<file path="config.mk">
export PLATFORM = sky130hd
export DESIGN_NAME = page_perm_check
export DESIGN_NICKNAME = d
export VERILOG_FILES = /design/src/rtl/ppc_pkg.sv /design/src/rtl/ppc_perm_eval.sv /design/src/rtl/ppc_fault_log.sv /design/src/rtl/page_perm_check.sv
export SDC_FILE = /design/constraint.sdc
export NUM_CORES = 1
export LEC_CHECK = 0
export ABC_CLOCK_PERIOD_IN_PS = 1800
export BUFFER_PORTS_ARGS = -buffer_cell sky130_fd_sc_hd__buf_2
export CAP_MARGIN = 0
export CORE_ASPECT_RATIO = 0.5
export CORE_UTILIZATION = 45
export CTS_CLUSTER_SIZE = 14
export DETAILED_ROUTE_END_ITERATION = 7
export PLACE_DENSITY_LB_ADDON = 0.2
export SLEW_MARGIN = 20
export SYNTH_ARGS = -nofsm -noshare
export SYNTH_HDL_FRONTEND = slang
export SYNTH_SLANG_ARGS = --single-unit
export TNS_END_PERCENT = 30
</file>
<file path="constraint.sdc">
create_clock -name clk -period 1.8 [get_ports clk]
set_input_delay 0.18 -clock clk [delete_from_list [all_inputs] [get_ports clk]]
set_output_delay 0.18 -clock clk [all_outputs]
set_load 0.05 [all_outputs]
</file>
<file path="src/rtl/ppc_pkg.sv">
package ppc_pkg;

    localparam int RIGHTS_W = 3;
    localparam int RD_BIT   = 0;
    localparam int WR_BIT   = 1;
    localparam int EX_BIT   = 2;
    localparam int CLASS_W  = 3;
    localparam int CLASS_LSB = 5;

    typedef logic [RIGHTS_W-1:0] rights_t;

    localparam rights_t R_NONE = 3'b000;
    localparam rights_t R_R    = 3'b001;
    localparam rights_t R_RW   = 3'b011;
    localparam rights_t R_RX   = 3'b101;
    localparam rights_t R_X    = 3'b100;
    localparam rights_t R_RWX  = 3'b111;

    localparam int CODE_PROT = 8;
    localparam int CODE_PRIV = 12;

    // Rights granted by a permission code at a privilege level.
    function automatic rights_t code_rights(input logic is_user, input logic [2:0] code);
        rights_t r;
        case (code)
            3'd0: r = R_R;
            3'd1: r = R_RW;
            3'd2: r = R_RX;
            3'd3: r = R_RWX;
            3'd4: r = R_X;
            3'd5: r = is_user ? R_R : R_RW;
            3'd6: r = is_user ? R_NONE : R_RX;
            default: r = is_user ? R_NONE : R_RWX;
        endcase
        return r;
    endfunction

endpackage

</file>
<file path="src/rtl/ppc_perm_eval.sv">
module ppc_perm_eval
    import ppc_pkg::*;
#(
    parameter int STAT_W = 10
) (
    input  logic                acc_write,
    input  logic                acc_fetch,
    input  logic                acc_super,
    input  logic [2:0]          perm_code,
    input  logic                modified,
    input  logic                nofault_mode,
    input  logic [STAT_W-1:0]   walk_code,
    output logic [CLASS_W-1:0]  acc_class,
    output logic                is_fault,
    output logic [STAT_W-1:0]   fault_code,
    output rights_t             granted
);

    logic        is_user;
    rights_t     have;
    rights_t     need;
    logic [STAT_W-1:0] perm_code_out;
    logic        walk_fault;
    logic        perm_fault;

    always_comb begin
        is_user   = !acc_super;
        acc_class = {acc_write, acc_fetch, acc_super};
        have      = code_rights(is_user, perm_code);

        need = R_NONE;
        if (acc_write) need[WR_BIT] = 1'b1;
        if (acc_fetch) need[EX_BIT] = 1'b1;
        if (!acc_write && !acc_fetch) need[RD_BIT] = 1'b1;

        if (is_user && (perm_code[2:1] == 2'b11))
            perm_code_out = STAT_W'(CODE_PRIV);
        else if ((need & ~have) != R_NONE)
            perm_code_out = STAT_W'(CODE_PROT);
        else
            perm_code_out = '0;

        walk_fault = (walk_code != '0);
        perm_fault = (perm_code_out != '0) && !(nofault_mode && is_user);

        is_fault   = walk_fault || perm_fault;
        fault_code = walk_fault ? walk_code : perm_code_out;

        granted = have;
        if (!modified) granted[WR_BIT] = 1'b0;
    end

endmodule

</file>
<file path="src/rtl/ppc_fault_log.sv">
module ppc_fault_log
    import ppc_pkg::*;
#(
    parameter int ADDR_W    = 32,
    parameter int PAGE_BITS = 12,
    parameter int STAT_W    = 10
) (
    input  logic                clk,
    input  logic                rst_n,
    input  logic                log_en,
    input  logic                clr_status,
    input  logic [CLASS_W-1:0]  acc_class,
    input  logic [STAT_W-1:0]   fault_code,
    input  logic [ADDR_W-1:0]   fault_vaddr,
    output logic [STAT_W-1:0]   status_q,
    output logic [ADDR_W-1:0]   addr_q
);

    localparam logic [ADDR_W-1:0] PAGE_MASK = ADDR_W'((64'd1 << PAGE_BITS) - 64'd1);
    localparam logic [STAT_W-1:0] OVF_FLAG  = STAT_W'(1);
    localparam logic [STAT_W-1:0] AV_FLAG   = STAT_W'(2);

    typedef struct packed {
        logic [STAT_W-1:0] status;
        logic [ADDR_W-1:0] addr;
    } log_t;

    log_t cur_q, nxt_d;

    always_comb begin
        nxt_d = cur_q;
        if (clr_status) nxt_d.status = '0;
        if (log_en) begin
            nxt_d.status = (nxt_d.status != '0) ? OVF_FLAG : '0;
            nxt_d.status = nxt_d.status
                         | (STAT_W'(acc_class) << CLASS_LSB)
                         | fault_code
                         | AV_FLAG;
            nxt_d.addr   = fault_vaddr & ~PAGE_MASK;
        end
    end

    always_ff @(posedge clk) begin
        if (!rst_n) cur_q <= '0;
        else        cur_q <= nxt_d;
    end

    assign status_q = cur_q.status;
    assign addr_q   = cur_q.addr;

endmodule

</file>
<file path="src/rtl/page_perm_check.sv">
module page_perm_check
    import ppc_pkg::*;
#(
    parameter int ADDR_W    = 32,
    parameter int PAGE_BITS = 12,
    parameter int STAT_W    = 10
) (
    input  logic                clk,
    input  logic                rst_n,
    input  logic                req_valid,
    input  logic                acc_write,
    input  logic                acc_fetch,
    input  logic                acc_super,
    input  logic [2:0]          perm_code,
    input  logic                modified,
    input  logic                nofault_mode,
    input  logic                traps_en,
    input  logic [STAT_W-1:0]   walk_code,
    input  logic [ADDR_W-1:0]   fault_vaddr,
    input  logic                rd_en,
    input  logic                rd_sel,
    output logic [ADDR_W-1:0]   rd_data,
    output logic                resp_valid,
    output logic [2:0]          grant,
    output logic                ifault,
    output logic                dfault
);

    typedef struct packed {
        logic    valid;
        rights_t grant;
        logic    ifault;
        logic    dfault;
    } resp_t;

    logic [CLASS_W-1:0] acc_class;
    logic               is_fault;
    logic [STAT_W-1:0]  fault_code;
    rights_t            granted;
    logic               log_en;
    logic               clr_status;
    logic [STAT_W-1:0]  status_q;
    logic [ADDR_W-1:0]  addr_q;
    resp_t              resp_d, resp_q;

    ppc_perm_eval #(.STAT_W(STAT_W)) eval_i (
        .acc_write    (acc_write),
        .acc_fetch    (acc_fetch),
        .acc_super    (acc_super),
        .perm_code    (perm_code),
        .modified     (modified),
        .nofault_mode (nofault_mode),
        .walk_code    (walk_code),
        .acc_class    (acc_class),
        .is_fault     (is_fault),
        .fault_code   (fault_code),
        .granted      (granted)
    );

    assign log_en     = req_valid && is_fault;
    assign clr_status = rd_en && !rd_sel;

    ppc_fault_log #(
        .ADDR_W    (ADDR_W),
        .PAGE_BITS (PAGE_BITS),
        .STAT_W    (STAT_W)
    ) log_i (
        .clk         (clk),
        .rst_n       (rst_n),
        .log_en      (log_en),
        .clr_status  (clr_status),
        .acc_class   (acc_class),
        .fault_code  (fault_code),
        .fault_vaddr (fault_vaddr),
        .status_q    (status_q),
        .addr_q      (addr_q)
    );

    always_comb begin
        logic trap;
        trap = is_fault && !nofault_mode && traps_en;
        resp_d = '0;
        resp_d.valid = req_valid;
        if (req_valid) begin
            if (!is_fault)  resp_d.grant = granted;
            else if (!trap) resp_d.grant = R_RWX;
            resp_d.ifault = trap && acc_fetch;
            resp_d.dfault = trap && !acc_fetch;
        end
    end

    always_ff @(posedge clk) begin
        if (!rst_n) resp_q <= '0;
        else        resp_q <= resp_d;
    end

    assign rd_data    = rd_sel ? addr_q : ADDR_W'(status_q);
    assign resp_valid = resp_q.valid;
    assign grant      = resp_q.grant;
    assign ifault     = resp_q.ifault;
    assign dfault     = resp_q.dfault;

endmodule

</file>
After elaboration in Yosys (flattened, before gate mapping)
Index checks and enable logic that the tools add are counted.

storage, ports and cells
  flip-flop bits (word level) = 36
  output and inout bits = 38

cells by class
  eq/ne operators = 7
  muxes and demuxes = 17
  bitwise operators = 4
  reduce and logical (&&, ||, !) cells = 23

operator list
  kind                count
  $mux 42             1
  $mux 32             1
  $mux 10             3
  $reduce_bool 10->1  3
  $pmux 3 s7          1
  $mux 3              4
  $logic_and 1x1->1   10
  $or 10x10->10       1
  $or 10x8->10        1
  $eq 3x3->1 const B  3
  $eq 3x2->1 const B  2
  $logic_not 1->1     6
  $mux 1              5
  $mux 4              1
  $and 3x3->3         1
  $eq 3x1->1 const B  1
  $logic_not 3->1     1
  $not 3->3           1
  $reduce_bool 3->1   1
  $eq 2x2->1 const B  1
  $mux 2              1
  $reduce_and 2->1    1
  $logic_or 1x1->1    1

Depth between registers and ports, before layout
Gate-level depths: netlist (run 1).

  word-level depth = 14
  gate-level depth with buffers = 6
  gate-level depth less buffers = 5

Modules after synthesis
Synthesis (run 1) repeated with hierarchy kept, for this count alone.

unflattened totals
  cells, all modules = 210
  area, all modules = 1918.1 µm²

modules (own cells, without submodules)
  module           instances  cells each  area an instance (µm²)  seq. area each (µm²)
  ppc_fault_log    1          120         1261.2                  600.6
  page_perm_check  1          57          471.7                   120.1
  ppc_perm_eval    1          33          185.2                   0.0

Worst setup path after synthesis (run 1)
OpenSTA, ideal clock, no wires.

  path type = input-to-reg
  from = input port perm_code[1]
  to = register log_i.cur_q, in the netlist log_i.addr_q[12]
  setup time = 0.072 ns
  arrival = 1.400 ns
  required time = 1.728 ns
  setup slack = 0.328 ns
  stages = 6
  path buffers = 1
  path through = or4b_1 > o21ai_2 > o211ai_4 > nand2_8 > buf_12 > mux2i_1

between the ends
  cells in the longest elaborated chain, start to end = 11
  elaborated cells on any way between the ends = 19

ends and longest elaborated chain
  element                             RTL line               text
  start, declared                     page_perm_check.sv:14  input logic [2:0] perm_code,
  $eq 3x3->1 (tied with other cells)  ppc_pkg.sv:25          case (code)
  $pmux 3 s7                          ppc_pkg.sv:25
  $not 3->3                           ppc_perm_eval.sv:38    else if ((need & ~have) != R_NONE)
  $and 3x3->3                         ppc_perm_eval.sv:38
  $reduce_bool 3->1                   ppc_perm_eval.sv:38
  $mux 4                              ppc_perm_eval.sv:38
  $mux 10 *                           ppc_perm_eval.sv:36    if (is_user && (perm_code[2:1] == 2'b11))
  $reduce_bool 10->1 *                ppc_perm_eval.sv:44    perm_fault = (perm_code_out != '0) && !(nofault_mode && is_user);
  $logic_and 1x1->1 *                 ppc_perm_eval.sv:44
  $logic_or 1x1->1 *                  ppc_perm_eval.sv:46    is_fault = walk_fault || perm_fault;
  $logic_and 1x1->1 *                 page_perm_check.sv:60  assign log_en = req_valid && is_fault;
  end signal, assigned                ppc_fault_log.sv:45    else cur_q <= nxt_d;
  end, declared                       ppc_fault_log.sv:28    log_t cur_q, nxt_d;

Mark *: on every way between the ends. The rest lies on a longest branch, timed or not.
A chain may end at the register's enable or synchronous reset.

Final worst setup path (run 1)
  from = input port acc_fetch
  to = register log_i.cur_q, in the netlist log_i.addr_q[20]

between the ends
  cells in the longest elaborated chain, start to end = 11
  elaborated cells on any way between the ends = 12

ends and longest elaborated chain
  element               RTL line               text
  start, declared       page_perm_check.sv:12  input logic acc_fetch,
  $logic_not 1->1       ppc_perm_eval.sv:34    if (!acc_write && !acc_fetch) need[RD_BIT] = 1'b1;
  $logic_and 1x1->1     ppc_perm_eval.sv:34
  $mux 1                ppc_perm_eval.sv:34
  $and 3x3->3 *         ppc_perm_eval.sv:38
  $reduce_bool 3->1 *   ppc_perm_eval.sv:38
  $mux 4 *              ppc_perm_eval.sv:38
  $mux 10 *             ppc_perm_eval.sv:36
  $reduce_bool 10->1 *  ppc_perm_eval.sv:44
  $logic_and 1x1->1 *   ppc_perm_eval.sv:44
  $logic_or 1x1->1 *    ppc_perm_eval.sv:46
  $logic_and 1x1->1 *   page_perm_check.sv:60

Marks and branches as above.

==> impl_metrics.yaml, run 1 <==
cts:
  clk_root_buffer_cell: "sky130_fd_sc_hd__clkbuf_8"
  post_cts_resized: 0
  cts-htree-levels: 2
  cts.sink_count: 36
  cts_post_setup_buffers_inserted: 0
  tritoncts.num_buffers: 5
  cts_tree: "done"
  clk_latency_ns: 0.28
  cts.reportedPaths.clkPinSlew_ns: 0.07
  cts_hold_buffers: 0
  cts.path.max_buffers: 2
power_and_ir_drop:
  max-vdd-ir-drop_mv: 0.437
  power_density_nw_per_um2: 832
  fraction_of_power_consumed_by_combinational_cells: 0.234
  internal_power_mw: 1.32
  p_sw_uw: 593
  power.sequential.fraction: 0.461
  clkPwrFrac: 0.305
  switching_share: 0.310
  static-leakage-power_nw: 1.19
floorplan:
  fp.dieArea_um2: 4290
  core.rowCount: 15
  start_util: 0.499
  floorplan.die.width_um: 91.6
  placeableCoreArea_um2: 3620
  ioPinCount: 94
  die_h_um: 46.8
finish:
  post-route-util: 0.634
  syn_to_final_growth_pct: 27.1
  layout.nets: 343
  final_layout_size_suffix_gt1_frac: 0.330
  fill_count: 336
  antenna-diode-count: 0
  final_instance_area_um2: 2300
critical_path:
  cp_max_fo: 27
  required_ns: 2.01
  data_arrival_time_of_the_worst_path_ns: 1.62
  critPathCaptureType: "flop"
  worst-r2r-setup-slack_ns: 0.62
  rr_worst_depth: 5
  critical_path.reg2reg.startpoint: "log_i.status_q[4]"
  worstSetupStartpointType: "input port"
  reg2reg_to: "log_i.status_q[0]"
  critical_path_class: "in -> reg"
drt:
  routed_wire_length_per_instance_um: 11.2
  finalWirelength_um: 3790
  firstDrtPassIters: 4
  antenna_violating_nets_post_route: 0
  detail_route.drc_violations: 0
  vias_per_cell: 4.81
  num_vias: 1632
  drt_first_iter_violations: 32
min_path:
  whs_endpoint: "log_i.addr_q[12]"
  min_from: "fault_vaddr[12]"
  worst_hold_path_type: "in -> reg"
  min_delay_path_depth: 3
yosys:
  post-synth-top-area-cell: "sky130_fd_sc_hd__dfxtp_1"
  syn-cell-area_um2: 1810
  ys_types: 32
  synth.top_cells.by_area: "sky130_fd_sc_hd__dfxtp_1 40%, sky130_fd_sc_hd__mux2i_1 16%, sky130_fd_sc_hd__nand2_1 10%"
  async_reset_ff_frac: 0
  total_of_warnings_raised_by_yosys: 0
  synthesis.instances: 210
  synth-seq-area-share: 0.399
  synth-seq-cells: 36
  synth_ff_type: "sky130_fd_sc_hd__dfxtp_1"
  post_synth_edffs: 0
  synth_area_per_cell_um2: 8.60
  synth_largest_type_area_fraction: 0.399
  synthMostInstantiatedCell: "sky130_fd_sc_hd__nand2_1"
  synth_commonest_cells: "48 x sky130_fd_sc_hd__nand2_1, 36 x sky130_fd_sc_hd__dfxtp_1, 28 x sky130_fd_sc_hd__mux2i_1, 20 x sky130_fd_sc_hd__and2_1"
timing:
  setup_violations: 0
  grt_setup_unrepaired: "false"
  timing.final.max_slew_violations: 0
  finalSetupTns_ns: 0
  timing.clock.skew_ns: 0.00154
  time_the_final_worst_path_needs_with_i_o_delays_and_setup_ns: 1.41
  worst_slew_pin_slew_ns: 0.505
  timing.max_slew.rel_slack: 0.662
  fmax_mhz: 709
  finalHoldViolCount: 0
  final.hold.worst_slack_ns: 0.130
  post-route-period-util: 0.783
global_route:
  global_route.usage.total: 0.185
  grt_max_degree: 32
  global_route_wire_length_before_repair_um: 6000
  first_global_vias: 1355
  antenna_found_initial: 0
  globalRoute.totalOverflow: 0
flow_run:
  maxCapViolations: 0
placed_design:
  detailedPlacementHpwl_um: 2810
  count_of_input_and_output_buffers: 79
  dpl_cell_area_um2: 2210
  gpl.final_weighted_congestion: 0.795
run_status:
  run_status: "finished clean"
[metrics by stage]
stage | power [mW] | cells | worst slack (ns)
after floorplan | 1.24 | 211 | 0.328
after global placement | 1.34 | 331 | 0.143
after detailed placement | 1.35 | 331 | 0.0869
after CTS | 1.94 | 339 | 0.386
after global routing | 2.00 | 339 | 0.293
final | 1.91 | 339 | 0.391
[power by group through the flow]
stage	sequential (mW)	combinational, mW	clock, mW
after floorplan	0.911	0.327	0
after global placement	0.897	0.443	0
after detailed placement	0.899	0.450	0
after CTS	0.881	0.451	0.605
after global routing	0.886	0.483	0.632
final	0.881	0.447	0.583
[sequential cells by signal, summed over array words and instances, names as in the netlist]
register / count
dfault: 1
grant: 3
ifault: 1
log_i.addr_q: 20
log_i.status_q: 10
resp_valid: 1
[placed cells by master, fill, tap and decap left out, drive strengths merged]
cell type / netlist / layout
clkbuf: 10 / 8
nor2b: 10 / 10
mux2i: 28 / 28
nor4: 6 / 6
a31oi: 3 / 3
or4b: 1 / 1
o211ai: 1 / 1
or2b: 1 / 1
a31o: 1 / 1
o2bb2ai: 1 / 1
nand3: 10 / 10
o21ai: 5 / 5
dfxtp: 36 / 36
a21oi: 4 / 4
a21o: 1 / 1
o21a: 1 / 1
o32ai: 1 / 1
nor2: 4 / 4
and2b: 1 / 1
buf: 4 / 83
conb: 1 / 2
nand2b: 4 / 4
inv: 4 / 4
nand2: 50 / 50
and2: 20 / 20
o31a: 1 / 1
nor3: 1 / 1
[how the worst max path moves through the flow]
stage	cells past startpoint	to	from
3_5_place_dp	6	log_i.addr_q[20]	acc_fetch
5_1_grt	6	log_i.addr_q[18]	perm_code[0]
3_3_place_gp	6	log_i.addr_q[16]	acc_fetch
2_1_floorplan	6	log_i.addr_q[12]	perm_code[1]
6_report	6	log_i.addr_q[20]	acc_fetch
4_1_cts	6	log_i.addr_q[20]	acc_fetch
[cell type report]
class,count,area [um2],area share
flip-flops and latches,36,721,0.314
clock buffers,8,90.1,0.0392
well taps,51,63.8,0.0278
multi-input cells,157,982,0.428
inverters,4,15.0,0.00654
repair buffers,83,425,0.185
[worst max-delay path: stages]
cell                       delay, ns
sky130_fd_sc_hd__buf_2          0.13
sky130_fd_sc_hd__or4b_1         0.53
sky130_fd_sc_hd__o21ai_2        0.12
sky130_fd_sc_hd__o211ai_4       0.15
sky130_fd_sc_hd__nand2_8        0.27
sky130_fd_sc_hd__mux2i_1        0.23
[cells by family (layout without fill, tap and decap cells)]
group / after synthesis / count (layout) / synth area share
other: 1 / 2 / 0.00208
buffers and inverters: 18 / 95 / 0.0596
AOI/OAI and AO/OA: 19 / 19 / 0.0776
and+or+nand+nor: 108 / 108 / 0.307
DFF: 36 / 36 / 0.399
muxes: 28 / 28 / 0.155
[routing by layer]
| layer | track usage | routed length [um] | vias up |
|---|---|---|---|
| met5 | 0 | 0 | - |
| li1 | - | - | 849 |
| met4 | 0.0730 | 18 | 0 |
| met3 | 0.0647 | 265 | 2 |
| met1 | 0.221 | 1830 | 726 |
| met2 | 0.322 | 1680 | 55 |
(Power assumes the default switching activity.)
==> run 2, diff against run 1 <==
--- a/config.mk
+++ b/config.mk
@@ -5,11 +5,12 @@
 export SDC_FILE = /design/constraint.sdc
 export NUM_CORES = 1
 export LEC_CHECK = 0
-export ABC_CLOCK_PERIOD_IN_PS = 1800
+export ABC_AREA = 1
+export ABC_CLOCK_PERIOD_IN_PS = 1300
 export BUFFER_PORTS_ARGS = -buffer_cell sky130_fd_sc_hd__buf_2
 export CAP_MARGIN = 0
 export CORE_ASPECT_RATIO = 0.5
-export CORE_UTILIZATION = 45
+export CORE_UTILIZATION = 46
 export CTS_CLUSTER_SIZE = 14
 export DETAILED_ROUTE_END_ITERATION = 7
 export PLACE_DENSITY_LB_ADDON = 0.2
==> constraint.sdc (replaced) <==
create_clock -name clk -period 1.3 [get_ports clk]
set_input_delay 0.13 -clock clk [delete_from_list [all_inputs] [get_ports clk]]
set_output_delay 0.13 -clock clk [all_outputs]
set_load 0.05 [all_outputs]
==> impl_metrics.yaml, run 2 <==
cts:
  cts.path.max_buffers: 2
  clk_root_buffer_cell: "sky130_fd_sc_hd__clkbuf_8"
  clk_latency_ns: 0.27
  tritoncts.num_buffers: 5
  post_cts_resized: 0
  cts.sink_count: 36
  cts.reportedPaths.clkPinSlew_ns: 0.07
  cts-htree-levels: 2
  cts_tree: "done"
  cts_hold_buffers: 0
  cts_post_setup_buffers_inserted: 0
power_and_ir_drop:
  post-layout-total-power_mw: 2.62
  static-leakage-power_nw: 1.45
  max-vdd-ir-drop_mv: 0.422
  power_density_nw_per_um2: 1040
timing:
  grt_setup_unrepaired: "false"
  time_the_final_worst_path_needs_with_i_o_delays_and_setup_ns: 1.18
  fmax_mhz: 850
  timing.final.max_slew_violations: 0
  finalHoldViolCount: 0
  post-route-worst-setup-slack_ns: 0.124
  post-route-period-util: 0.905
  timing.clock.skew_ns: 0.00214
  setup_violations: 0
yosys:
  ys_types: 24
  synth_area_per_cell_um2: 6.87
  async_reset_ff_frac: 0
  synth_compound_gate_area_share: 0.117
  post-synth-top-area-cell: "sky130_fd_sc_hd__dfxtp_1"
  mux_cell_area_share_after_synthesis: 0
  syn-cell-area_um2: 1920
  post_synth_edffs: 0
  synthesis.instances: 280
  synth_xor_xnor_area_share: 0
  synth.top_cells.by_area: "sky130_fd_sc_hd__dfxtp_1 37%, sky130_fd_sc_hd__nand2_1 12%, sky130_fd_sc_hd__inv_1 8.6%"
  synth_commonest_cells: "61 x sky130_fd_sc_hd__nand2_1, 44 x sky130_fd_sc_hd__inv_1, 36 x sky130_fd_sc_hd__dfxtp_1, 33 x sky130_fd_sc_hd__nor2_1, 30 x sky130_fd_sc_hd__nand3_1"
  synthMostInstantiatedCell: "sky130_fd_sc_hd__nand2_1"
  synth_ff_type: "sky130_fd_sc_hd__dfxtp_1"
  total_of_warnings_raised_by_yosys: 0
  synth_largest_type_area_fraction: 0.375
  synth_simple_gate_area_share: 0.363
  synth-seq-area-share: 0.375
  synth_top_family_by_area: "simple AND/OR/NAND/NOR gates"
  adder_cell_fraction_of_synth_area: 0
  synth-seq-cells: 36
floorplan:
  ioPinCount: 94
  die_h_um: 47.7
  floorplan.die.width_um: 93.5
  placeableCoreArea_um2: 3960
  fp.dieArea_um2: 4460
  start_util: 0.485
  core.rowCount: 16
critical_path:
  rr_worst_depth: 6
  critPathCaptureType: "output port"
  cp_max_fo: 2
  slowest_stage_cell_on_the_critical_path: "sky130_fd_sc_hd__dfxtp_1"
  critical_path.cell_chain: "inv_1 -> nor2_1 -> buf_2"
  required_ns: 1.17
  data_arrival_time_of_the_worst_path_ns: 1.05
  critical_path_class: "reg -> out"
  worst-r2r-setup-slack_ns: 0.32
  reg2reg_to: "log_i.status_q[0]"
  worstSetupStartpointType: "flop"
  critical_path.reg2reg.startpoint: "log_i.status_q[1]"
  critical_path.max_stage_delay_ns: 0.33
finish:
  final_layout_size_suffix_gt1_frac: 0.383
  syn_to_final_growth_pct: 31.1
  sequential_cell_area_um2: 721
  layout.nets: 424
  fill_count: 390
  multi_input_comb_area_um2: 931
  antenna-diode-count: 0
  largest_register_ff_count: 20
  highest_count_cells_in_the_layout_ignoring_fill_and_taps: "79 x sky130_fd_sc_hd__buf_2, 61 x sky130_fd_sc_hd__nand2_1, 44 x sky130_fd_sc_hd__inv_1"
  layout_commonest_cell: "sky130_fd_sc_hd__buf_2"
drt:
  firstDrtPassIters: 4
  antenna_violating_nets_post_route: 0
  routed_wire_length_per_instance_um: 10.4
  drt_first_iter_violations: 56
  finalWirelength_um: 4390
  vias_per_cell: 4.60
  detail_route.drc_violations: 0
  num_vias: 1942
global_route:
  global_route.usage.total: 0.204
  first_global_vias: 1644
  global_route_wire_length_before_repair_um: 6980
  globalRoute.totalOverflow: 0
  grt_max_degree: 31
  antenna_found_initial: 0
placed_design:
  detailedPlacementHpwl_um: 3240
  gpl.final_weighted_congestion: 0.778
  place_worst_setup_slack_ns: -0.128
  count_of_input_and_output_buffers: 79
min_path:
  worst_hold_path_type: "in -> reg"
  min_from: "walk_code[9]"
  whs_endpoint: "log_i.status_q[9]"
  min_delay_path_depth: 3
flow_run:
  maxCapViolations: 0
run_status:
  run_status: "finished clean"
## run 2: worst max path at each step
stage | from | end | slack (ns) | cells after the start
final | log_i.status_q[6] | rd_data[6] | 0.12 | 3
after floorplan | walk_code[7] | log_i.status_q[5] | 0.12 | 7
after detailed placement | walk_code[7] | log_i.status_q[7] | -0.13 | 8
after CTS | log_i.status_q[6] | rd_data[6] | 0.12 | 3
after global routing | perm_code[0] | log_i.addr_q[13] | 0.03 | 10
after global placement | acc_super | log_i.addr_q[21] | -0.06 | 11
## run 2: layout make-up
| class | count | area share |
|---|---|---|
| Multi-Input combinational cell | 184 | 0.369 |
| Sequential cell | 36 | 0.286 |
| Timing Repair Buffer | 97 | 0.215 |
| Inverter | 44 | 0.0654 |
| Clock buffer | 7 | 0.0382 |
| Tap cell | 54 | 0.0268 |
## run 2: logic make-up after synthesis
family          after synthesis
flops                        36
compound gates               31
simple gates                151
buf+inv                      61
other cells                   1
## run 2: report_power, final
part           total, mW  switching, mW  leakage, nW  internal, mW
clock              0.833          0.362       0.0503         0.472
sequential          1.20         0.0315        0.298          1.17
combinational      0.593          0.395         1.10         0.198
## run 2: critical path, delay by kind of cell (launching register included)
| kind | cells | cell delay [ns] |
|---|---|---|
| flops | 1 | 0.33 |
| simple gates | 1 | 0.12 |
| buf+inv | 2 | 0.32 |
## run 2: per-stage QoR
stage / hold WS (ns) / setup TNS, ns / instance area [um2] / utilization / instances
finish: 0.0930 / 0 / 2520 / 0.637 / 422
global route: 0.0941 / 0 / 2520 / 0.637 / 422
CTS: 0.0898 / 0 / 2520 / 0.637 / 422
detailed placement: 0.378 / -1.89 / 2430 / 0.612 / 415
global placement: 0.369 / -0.843 / 2430 / 0.612 / 415
floorplan: 0.209 / 0 / 1930 / - / 281
## run 2: metal layers
layer / up-vias / wire, um / global-route usage
met1: 868 / 2170 / 0.258
met2: 45 / 2010 / 0.374
met4: 0 / 17 / 0.0277
li1: 1027 / - / -
met5: - / 0 / 0
met3: 2 / 194 / 0.0540
==> run 3, diff against run 2 <==
==> constraint.sdc (replaced) <==
create_clock -name clk -period 1.3 [get_ports clk]
set_input_delay 0.13 -clock clk [delete_from_list [all_inputs] [get_ports clk]]
set_output_delay 0.13 -clock clk [all_outputs]
set_load 0.1 [all_outputs]
==> impl_metrics.yaml, run 3 (same netlist as run 2, synthesis figures left out) <==
critical_path:
  slowest_stage_cell_on_the_critical_path: "sky130_fd_sc_hd__dfxtp_1"
  data_arrival_time_of_the_worst_path_ns: 1.10
  critPathCaptureType: "output port"
  cp_max_fo: 2
  critical_path_class: "reg -> out"
  worstSetupStartpointType: "flop"
  critical_path.max_stage_delay_ns: 0.33
  required_ns: 1.17
  worst-r2r-setup-slack_ns: 0.32
  critical_path.cell_chain: "inv_1 -> nor2_1 -> buf_12"
global_route:
  antenna_found_initial: 0
  grt_max_degree: 31
  globalRoute.totalOverflow: 0
  first_global_vias: 1620
  global_route.usage.total: 0.212
  global_route_wire_length_before_repair_um: 7110
drt:
  num_vias: 1957
  vias_per_cell: 4.68
  firstDrtPassIters: 4
  drt_first_iter_violations: 60
  routed_wire_length_per_instance_um: 10.9
  finalWirelength_um: 4540
  antenna_violating_nets_post_route: 0
  detail_route.drc_violations: 0
min_path:
  worst_hold_path_type: "in -> reg"
power_and_ir_drop:
  internal_power_mw: 1.94
  clkPwrFrac: 0.287
  power.sequential.fraction: 0.407
  max-vdd-ir-drop_mv: 0.502
  switching_share: 0.341
  power_density_nw_per_um2: 1000
  static-leakage-power_nw: 1.52
  fraction_of_power_consumed_by_combinational_cells: 0.306
  p_sw_mw: 1.00
floorplan:
  start_util: 0.485
  die_h_um: 47.7
  placeableCoreArea_um2: 3960
  floorplan.die.width_um: 93.5
  core.rowCount: 16
  fp.dieArea_um2: 4460
  ioPinCount: 94
timing:
  fmax_mhz: 810
  timing.clock.skew_ns: 0.000470
  timing.final.max_slew_violations: 0
  grt_setup_unrepaired: "false"
  setup_violations: 0
  final.hold.worst_slack_ns: 0.0832
  post-route-period-util: 0.950
  post-route-worst-setup-slack_ns: 0.0656
  finalHoldViolCount: 0
  time_the_final_worst_path_needs_with_i_o_delays_and_setup_ns: 1.23
finish:
  fill_count: 308
  layout.nets: 420
  antenna-diode-count: 0
  highest_count_cells_in_the_layout_ignoring_fill_and_taps: "61 x sky130_fd_sc_hd__nand2_1, 49 x sky130_fd_sc_hd__buf_2, 44 x sky130_fd_sc_hd__inv_1"
  final_layout_size_suffix_gt1_frac: 0.376
  largest_register_ff_count: 20
  syn_to_final_growth_pct: 52.3
  layout_commonest_cell: "sky130_fd_sc_hd__nand2_1"
cts:
  post_cts_resized: 0
  cts-htree-levels: 2
  tritoncts.num_buffers: 5
  cts_tree: "done"
  cts.path.max_buffers: 2
  clk_root_buffer_cell: "sky130_fd_sc_hd__clkbuf_8"
  cts_post_setup_buffers_inserted: 0
  cts.reportedPaths.clkPinSlew_ns: 0.07
  clk_latency_ns: 0.28
  cts.sink_count: 36
  cts_hold_buffers: 0
placed_design:
  gpl.final_weighted_congestion: 0.798
  detailedPlacementHpwl_um: 3390
  place_worst_setup_slack_ns: -0.138
  count_of_input_and_output_buffers: 79
run_status:
  run_status: "finished clean"
flow_run:
  maxCapViolations: 0
run 3: path summary, 6_finish.rpt:
path	from	cells past startpoint	end
setup / recovery	log_i.status_q[6]	3	rd_data[6]
hold / removal	walk_code[9]	3	log_i.status_q[9]
setup reg to reg	log_i.status_q[8]	6	log_i.status_q[0]
hold reg to reg	log_i.status_q[0]	2	log_i.status_q[0]
run 3: area by class of cell:
type | instances | area [um2] | share of cell area
sequential | 36 | 721 | 0.246
clock buffer | 7 | 96.3 | 0.0329
timing repair buffer | 93 | 951 | 0.324
multi-input combinational | 184 | 931 | 0.318
tap | 54 | 67.6 | 0.0230
inverter | 44 | 165 | 0.0563
run 3: metrics by stage:
step / power [mW] / cell area [um2] / utilization / setup TNS [ns] / instances
after floorplan: 1.82 / 1930 / - / -4.29 / 281
after global placement: 2.11 / 2840 / 0.715 / -1.71 / 411
after detailed placement: 2.12 / 2840 / 0.715 / -3.11 / 411
after CTS: 2.96 / 2930 / 0.740 / 0 / 418
after global routing: 3.07 / 2930 / 0.740 / 0 / 418
final: 2.94 / 2930 / 0.740 / 0 / 418
run 3: critical path: cells and delay by family (launching register included):
family / cells / cell delay (ns)
flip-flops: 1 / 0.33
AND/OR/NAND/NOR: 1 / 0.22
buffers and inverters: 2 / 0.26
run 3: power groups by stage:
stage	Combinational [mW]	Sequential, mW	Clock, mW
3_5_place_dp	0.901	1.22	0
2_1_floorplan	0.547	1.27	0
4_1_cts	0.904	1.20	0.853
5_1_grt	0.958	1.21	0.905
3_3_place_gp	0.885	1.22	0
6_report	0.900	1.20	0.846
run 3: per-layer routing:
layer	up-vias	share of wire	GRT usage
li1	1013	-	-
met1	884	0.46	0.267
met2	56	0.48	0.381
met5	-	0	0
met4	0	0.0057	0.0462
met3	4	0.051	0.0587
